## src/rtl/nwr_pkg.sv

```systemverilog
package nwr_pkg;

  // Incoming transfer size encoding
  typedef enum logic [1:0] {
    SZ_BYTE = 2'b00,
    SZ_HALF = 2'b01,
    SZ_WORD = 2'b10,
    SZ_RSVD = 2'b11
  } nwr_size_e;

  // Replication mode chosen for the datapath
  typedef enum logic [1:0] {
    REP_BYTE = 2'b00,
    REP_HALF = 2'b01,
    REP_PASS = 2'b10
  } rep_mode_e;

endpackage

```

## src/rtl/nwr_rst_sync.sv

```systemverilog
module nwr_rst_sync #(
  parameter int STAGES = 2
) (
  input  logic clk,
  input  logic arst_n,
  output logic srst_n
);

  logic [STAGES-1:0] sync_q;
  logic [STAGES-1:0] sync_d;

  always_comb begin
    sync_d = {sync_q[STAGES-2:0], 1'b1};
  end

  always_ff @(posedge clk or negedge arst_n) begin
    if (!arst_n) begin
      sync_q <= '0;
    end else begin
      sync_q <= sync_d;
    end
  end

  assign srst_n = sync_q[STAGES-1];

endmodule

```

## src/rtl/nwr_size_decode.sv

```systemverilog
module nwr_size_decode
  import nwr_pkg::*;
(
  input  logic [1:0] size_i,
  output rep_mode_e  mode_o
);

  always_comb begin
    unique case (nwr_size_e'(size_i))
      SZ_BYTE: mode_o = REP_BYTE;
      SZ_HALF: mode_o = REP_HALF;
      SZ_WORD: mode_o = REP_PASS;
      SZ_RSVD: mode_o = REP_PASS;   // unused code follows the word path
      default: mode_o = REP_PASS;
    endcase
  end

endmodule

```

## src/rtl/nwr_lane_fill.sv

```systemverilog
module nwr_lane_fill
  import nwr_pkg::*;
#(
  parameter int ADDR_W = 32,
  parameter int DATA_W = 32
) (
  input  rep_mode_e          mode_i,
  input  logic [ADDR_W-1:0]  addr_i,
  input  logic [DATA_W-1:0]  data_i,
  output logic [ADDR_W-1:0]  addr_o,
  output logic [DATA_W-1:0]  data_o
);

  localparam int LANES = DATA_W / 8;
  localparam int OFS_W = $clog2(LANES);

  // Per-lane source selection: every lane of a narrow write is fed from the
  // low byte or from the matching byte of the low half-word.
  for (genvar g = 0; g < LANES; g++) begin : g_lane
    localparam int HALF_SEL = g % 2;
    logic [7:0] lane_byte;

    always_comb begin
      unique case (mode_i)
        REP_BYTE: lane_byte = data_i[7:0];
        REP_HALF: lane_byte = data_i[HALF_SEL*8 +: 8];
        default:  lane_byte = data_i[g*8 +: 8];
      endcase
    end

    assign data_o[g*8 +: 8] = lane_byte;
  end

  logic [ADDR_W-1:0] addr_aligned;

  assign addr_aligned = {addr_i[ADDR_W-1:OFS_W], {OFS_W{1'b0}}};
  assign addr_o       = (mode_i == REP_PASS) ? addr_i : addr_aligned;

endmodule

```

## src/rtl/nwr_out_stage.sv

```systemverilog
module nwr_out_stage #(
  parameter int ADDR_W = 32,
  parameter int DATA_W = 32
) (
  input  logic              clk,
  input  logic              srst_n,
  input  logic              in_valid,
  output logic              in_ready,
  input  logic [ADDR_W-1:0] d_addr,
  input  logic [DATA_W-1:0] d_data,
  output logic              out_valid,
  input  logic              out_ready,
  output logic [ADDR_W-1:0] out_addr,
  output logic [DATA_W-1:0] out_data
);

  logic              vld_q,  vld_d;
  logic [ADDR_W-1:0] addr_q;
  logic [DATA_W-1:0] data_q;
  logic              load_en;

  // Next-state logic
  always_comb begin
    in_ready = srst_n && (!vld_q || out_ready);
    load_en  = in_valid && in_ready;
    if (load_en) begin
      vld_d = 1'b1;
    end else if (out_ready) begin
      vld_d = 1'b0;
    end else begin
      vld_d = vld_q;
    end
  end

  // Control register
  always_ff @(posedge clk or negedge srst_n) begin
    if (!srst_n) begin
      vld_q <= 1'b0;
    end else begin
      vld_q <= vld_d;
    end
  end

  // Payload registers with explicit clock enable
  always_ff @(posedge clk or negedge srst_n) begin
    if (!srst_n) begin
      addr_q <= '0;
      data_q <= '0;
    end else if (load_en) begin
      addr_q <= d_addr;
      data_q <= d_data;
    end
  end

  assign out_valid = vld_q;
  assign out_addr  = addr_q;
  assign out_data  = data_q;

endmodule

```

## src/rtl/nwr_widen.sv

```systemverilog
module nwr_widen
  import nwr_pkg::*;
#(
  parameter int ADDR_W = 32,
  parameter int DATA_W = 32
) (
  input  logic              clk,
  input  logic              rst_n,
  input  logic              in_valid,
  output logic              in_ready,
  input  logic [ADDR_W-1:0] in_addr,
  input  logic [1:0]        in_size,
  input  logic [DATA_W-1:0] in_data,
  output logic              out_valid,
  input  logic              out_ready,
  output logic [ADDR_W-1:0] out_addr,
  output logic [DATA_W-1:0] out_data
);

  logic              srst_n;
  rep_mode_e         mode;
  logic [ADDR_W-1:0] fill_addr;
  logic [DATA_W-1:0] fill_data;

  nwr_rst_sync #(.STAGES(2)) u_rst (
    .clk    (clk),
    .arst_n (rst_n),
    .srst_n (srst_n)
  );

  nwr_size_decode u_dec (
    .size_i (in_size),
    .mode_o (mode)
  );

  nwr_lane_fill #(.ADDR_W(ADDR_W), .DATA_W(DATA_W)) u_fill (
    .mode_i (mode),
    .addr_i (in_addr),
    .data_i (in_data),
    .addr_o (fill_addr),
    .data_o (fill_data)
  );

  nwr_out_stage #(.ADDR_W(ADDR_W), .DATA_W(DATA_W)) u_out (
    .clk       (clk),
    .srst_n    (srst_n),
    .in_valid  (in_valid),
    .in_ready  (in_ready),
    .d_addr    (fill_addr),
    .d_data    (fill_data),
    .out_valid (out_valid),
    .out_ready (out_ready),
    .out_addr  (out_addr),
    .out_data  (out_data)
  );

endmodule

```

## config.mk

```make
export PLATFORM = sky130hd
export DESIGN_NAME = nwr_widen
export DESIGN_NICKNAME = d
export VERILOG_FILES = /design/src/rtl/nwr_pkg.sv /design/src/rtl/nwr_rst_sync.sv /design/src/rtl/nwr_size_decode.sv /design/src/rtl/nwr_lane_fill.sv /design/src/rtl/nwr_out_stage.sv /design/src/rtl/nwr_widen.sv
export SDC_FILE = /design/constraint.sdc
export NUM_CORES = 1
export LEC_CHECK = 0
export ABC_CLOCK_PERIOD_IN_PS = 3200
export CAP_MARGIN = 5
export CORE_ASPECT_RATIO = 0.6
export CORE_UTILIZATION = 30
export CTS_CLUSTER_DIAMETER = 40
export DETAILED_ROUTE_END_ITERATION = 16
export PLACE_DENSITY_LB_ADDON = 0.3
export SLEW_MARGIN = 15
export SYNTH_ARGS = -nofsm -noshare
export SYNTH_HDL_FRONTEND = slang
export SYNTH_SLANG_ARGS = --single-unit
```

## constraint.sdc

```tcl
create_clock -name clk -period 3.2 [get_ports clk]
set_input_delay 0.48 -clock clk [delete_from_list [all_inputs] [get_ports clk]]
set_output_delay 0.48 -clock clk [all_outputs]
set_load 0.05 [all_outputs]
```

# After elaboration in Yosys (flattened, before gate mapping)
# Cells that the tools add are included.
# Widths: inputs -> output; s select.
# op_classes
n_reduce_logical	9
n_mux	7
eq_ne	5
# ops
operator	n
$mux 8	2
$pmux 8 s2	1
$eq 2x2->1 const B	3
$pmux 2 s3	1
$eq 2x1->1 const B	2
$logic_not 2->1	2
$reduce_or 2->1	2
$logic_and 1x1->1	2
$mux 1	2
$mux 2	1
$reduce_bool 2->1	1
$logic_not 1->1	1
$logic_or 1x1->1	1
# totals
wordCells	25
register_bits	67

# Depth between registers and ports, before layout
# logic_depth
ltp_word	6
depth_mapped	5

# Hierarchy
# Synthesis repeated with hierarchy kept, for this count alone.
# unflattened
hier_cells	231
hier_area_um2	3513.4
# by_module_without_submodules
mod	cells_each	seq_area_each_um2	area_per_inst_um2	instances
nwr_out_stage	141	1626.6	2755.1	1
nwr_lane_fill	85	0.0	694.4	1
nwr_rst_sync	3	50.0	53.8	1
nwr_size_decode	2	0.0	10.0	1

# Least setup slack after synthesis
# Ideal clock, no wire load.
# synth_path
path_kind	register -> output
start	register u_rst.sync_q[1]
end	output port in_ready
arrival_ns	2.570
path_stages_with_launch	2
setup_slack_ns	0.150
path_buffers	0
cell_sequence	dfrtp_1 > nor2b_1
# synth_between
elab_chain_cells	1
# synth_lines
item	line_no	text
start, declared	nwr_rst_sync.sv:9	logic [STAGES-1:0] sync_q;
start signal, assigned	nwr_rst_sync.sv:20	sync_q <= sync_d;
$logic_and 1x1->1	nwr_out_stage.sv:24	in_ready = srst_n && (!vld_q || out_ready);
end, declared	nwr_widen.sv:10	output logic in_ready,
# No other way between the ends.

# Worst setup path after layout
# layout_path
start	input port out_ready
end	output port in_ready
# layout_between
elab_chain_cells	2
# layout_lines
item	line_no	text
start, declared	nwr_widen.sv:15	input logic out_ready,
$logic_or 1x1->1	nwr_out_stage.sv:24	
$logic_and 1x1->1	nwr_out_stage.sv:24	
# No other way between the ends.

==> run metrics <==
r2r worst-path depth=5; Crit path required time=2720 ps; Die ar.=9980 sq um; Post-Syn Area=2870 sq um; RSZ-0062 raised after global routing=no; final setup violation count=0; share of cells above drive strength 1=0.199; CP startpoint kind=input port; Final period util=0.773; post-synth top area share=0.584; first-pass GRT wire length=12,300 um; Post-CTS Hold Buffers=0; top cells by area, synth=dfrtp_1 58%, mux2_2 16%, o21ai_0 8.9%, mux2i_1 8.4%, mux2_4 2.1%; total CTS buffers=9; CTS tree=yes; Port Buf Inserts=135; RR Startpoint=u_out.out_valid; GRT Util Overall=0.167; Final Power=3370 uW; clock tree buffer depth=2; Post-Synth Simple-Gate Area=0.0213; Die X=128 um; FF+latch count, synth=67; crit path DAT=1990 ps; slowest stage cell on the critical path=clkdlybuf4s50_1; Die Y=77.8 um; Critical Path Most Common Cell=clkdlybuf4s50_1; via count=2,202; clock sinks=67; Mapped Cells=215; Iteration-0 DRC Markers=43; complex-gate fraction of the synthesized area=0.0906; Final Cell Area=4690 sq um; Final Hold Viols=0; total gr overflow=0; Nets=421; Hold/Removal Path Class=input port to asynchronous set/reset pin; Net Count, Synth=285; reg2reg setup slack=1430 ps; Worst VDD drop=0.275 mV; TNS Setup=0 ps; critical path class=input port to primary output; area leader, netlist=dfrtp_1; post-cts repair resize count=0; IO Pins=136; Clock Root Buffer=clkbuf_16; H-tree depth=3; Cell Chain, Critical Path=clkdlybuf4s50_1 -> nor2b_4 -> nor2b_1 -> clkdlybuf4s50_1; placed cell area=4340 sq um; largest family of logic cells by synthesized area=multiplexers; leakage=0.00193 uW; initial core utilization=0.311; Synth Area in Adders=0; YS warnings=0; vias in the first global route=2,266; Setup crit end kind=primary output; ANT nets after route=0; Row Count=27; Max Freq=404 MHz; Syn-to-layout area delta=63.2%; status=completed; initial antenna violation count=0; largest net degree at the start of global routing=66; clock slew at reported path FFs=50 ps; largest stage delay on the critical path=850 ps; MaxCap Viol Count=0; DR WL/cell=16.0 um; core area=9220 sq um; routability cong.=0.758; Post-route DRC=0; Tmin final=2470 ps; Final HPWL DP=5470 um; post-synthesis cell type count=19; DR pass1 iterations=4; pwr dens=719 nW/um^2; post-synthesis xor/xnor area fraction=0; Worst Skew=2.82 ps; Post-CTS Setup Inserts=0; reg2reg end=u_out.out_data[1]; Avg Inst Size Synth=13.4 sq um; slew margin rel.=0.452; clk_lat worst skew=330 ps; critical path fanouts, max=2; post-synthesis mux area share=0.269; sequential share of the synthesized area=0.584; antenna diode count=0; final WL=7790 um; Pins Over Slew Limit=0; Via density=4.53; measured slew at the worst slew-check pin=822 ps
## registers in the layout, summed over array words and instances (netlist names)
| register | flops |
|---|---|
| u_rst.sync_q | 2 |
| u_out.out_valid | 1 |
| u_out.out_addr | 32 |
| u_out.out_data | 32 |
## worst max-delay path by stage
stage	slack, ps	cells after the start	end	from
2_1_floorplan	150	1	in_ready	u_rst.sync_q[1]
3_3_place_gp	720	4	in_ready	out_ready
3_5_place_dp	710	4	in_ready	out_ready
4_1_cts	720	4	in_ready	out_ready
5_1_grt	710	4	in_ready	out_ready
6_report	730	4	in_ready	out_ready
## cell usage in the layout, fill, tap and decap left out
cell type	netlist	final
buf_4	5	6
bufinv_16	0	3
clkbuf_16	0	9
clkbuf_8	0	1
clkdlybuf4s50_1	0	135
clkinvlp_4	0	3
conb_1	1	1
dfrtp_1	67	66
dfrtp_2	0	1
mux2_1	1	1
mux2_2	41	41
mux2_4	4	4
mux2i_1	24	24
nand2_1	3	3
nand2b_1	1	1
nor2_2	1	1
nor2_4	1	1
nor2b_1	1	1
nor2b_4	1	1
o21ai_0	51	51
o21ai_1	1	1
or2_1	1	1
## report_power, final
part	switching (uW)	internal [uW]	leakage (uW)
clock network	363	781	0.000161
logic	722	437	0.000965
registers	74.3	994	0.000805
total	1160	2210	0.00193
## logic make-up (layout without fill, tap and decap cells)
family                 Yosys count  after routing
multiplexers                    70             70
flip-flops                      67             67
AO/OA/AOI/OAI                   52             52
buffers and inverters           16            157
AND/OR/NAND/NOR                  9              9
other                            1              1
## synthesized netlist by cell type
cell type,count
mux2i_1,24
buf_2,3
mux2_4,4
dfrtp_1,67
mux2_1,1
nand2_1,3
buf_4,5
mux2_2,41
buf_6,2
nor2b_4,1
o21ai_1,1
nand2b_1,1
o21ai_0,51
or2_1,1
nor2b_1,1
nor2_2,1
nor2_4,1
conb_1,1
clkbuf_1,6
## worst max-delay path: cells and delay by family
kind | cells | cell delay, ps
buf+inv | 2 | 1360
simple gates | 2 | 150
## metrics by stage
step | setup slack (ps) | util | hold slack (ps) | cells
floorplan | 150 | - | 184 | 215
global placement | 719 | 0.470 | 335 | 470
detailed placement | 713 | 0.470 | 342 | 470
CTS | 717 | 0.508 | 296 | 486
global route | 709 | 0.508 | 301 | 486
finish | 728 | 0.508 | 314 | 486
## routing by layer
| metal | global-route usage | share of wire | vias to the layer above |
|---|---|---|---|
| met4 | 0.0529 | 0.011 | 0 |
| met5 | 0 | 0 | - |
| met1 | 0.226 | 0.48 | 1051 |
| met2 | 0.236 | 0.42 | 102 |
| li1 | - | - | 1039 |
| met3 | 0.0731 | 0.095 | 10 |
## area by class of cell
| type | instances | area (sq um) |
|---|---|---|
| flip-flops and latches | 67 | 1680 |
| repair buffers | 141 | 1400 |
| fillers | 810 | 4540 |
| multi-input cells | 132 | 1100 |
| clock inverters | 6 | 113 |
| well taps | 130 | 163 |
| clock buffers | 10 | 239 |
Power figures use the tool's default switching activity.
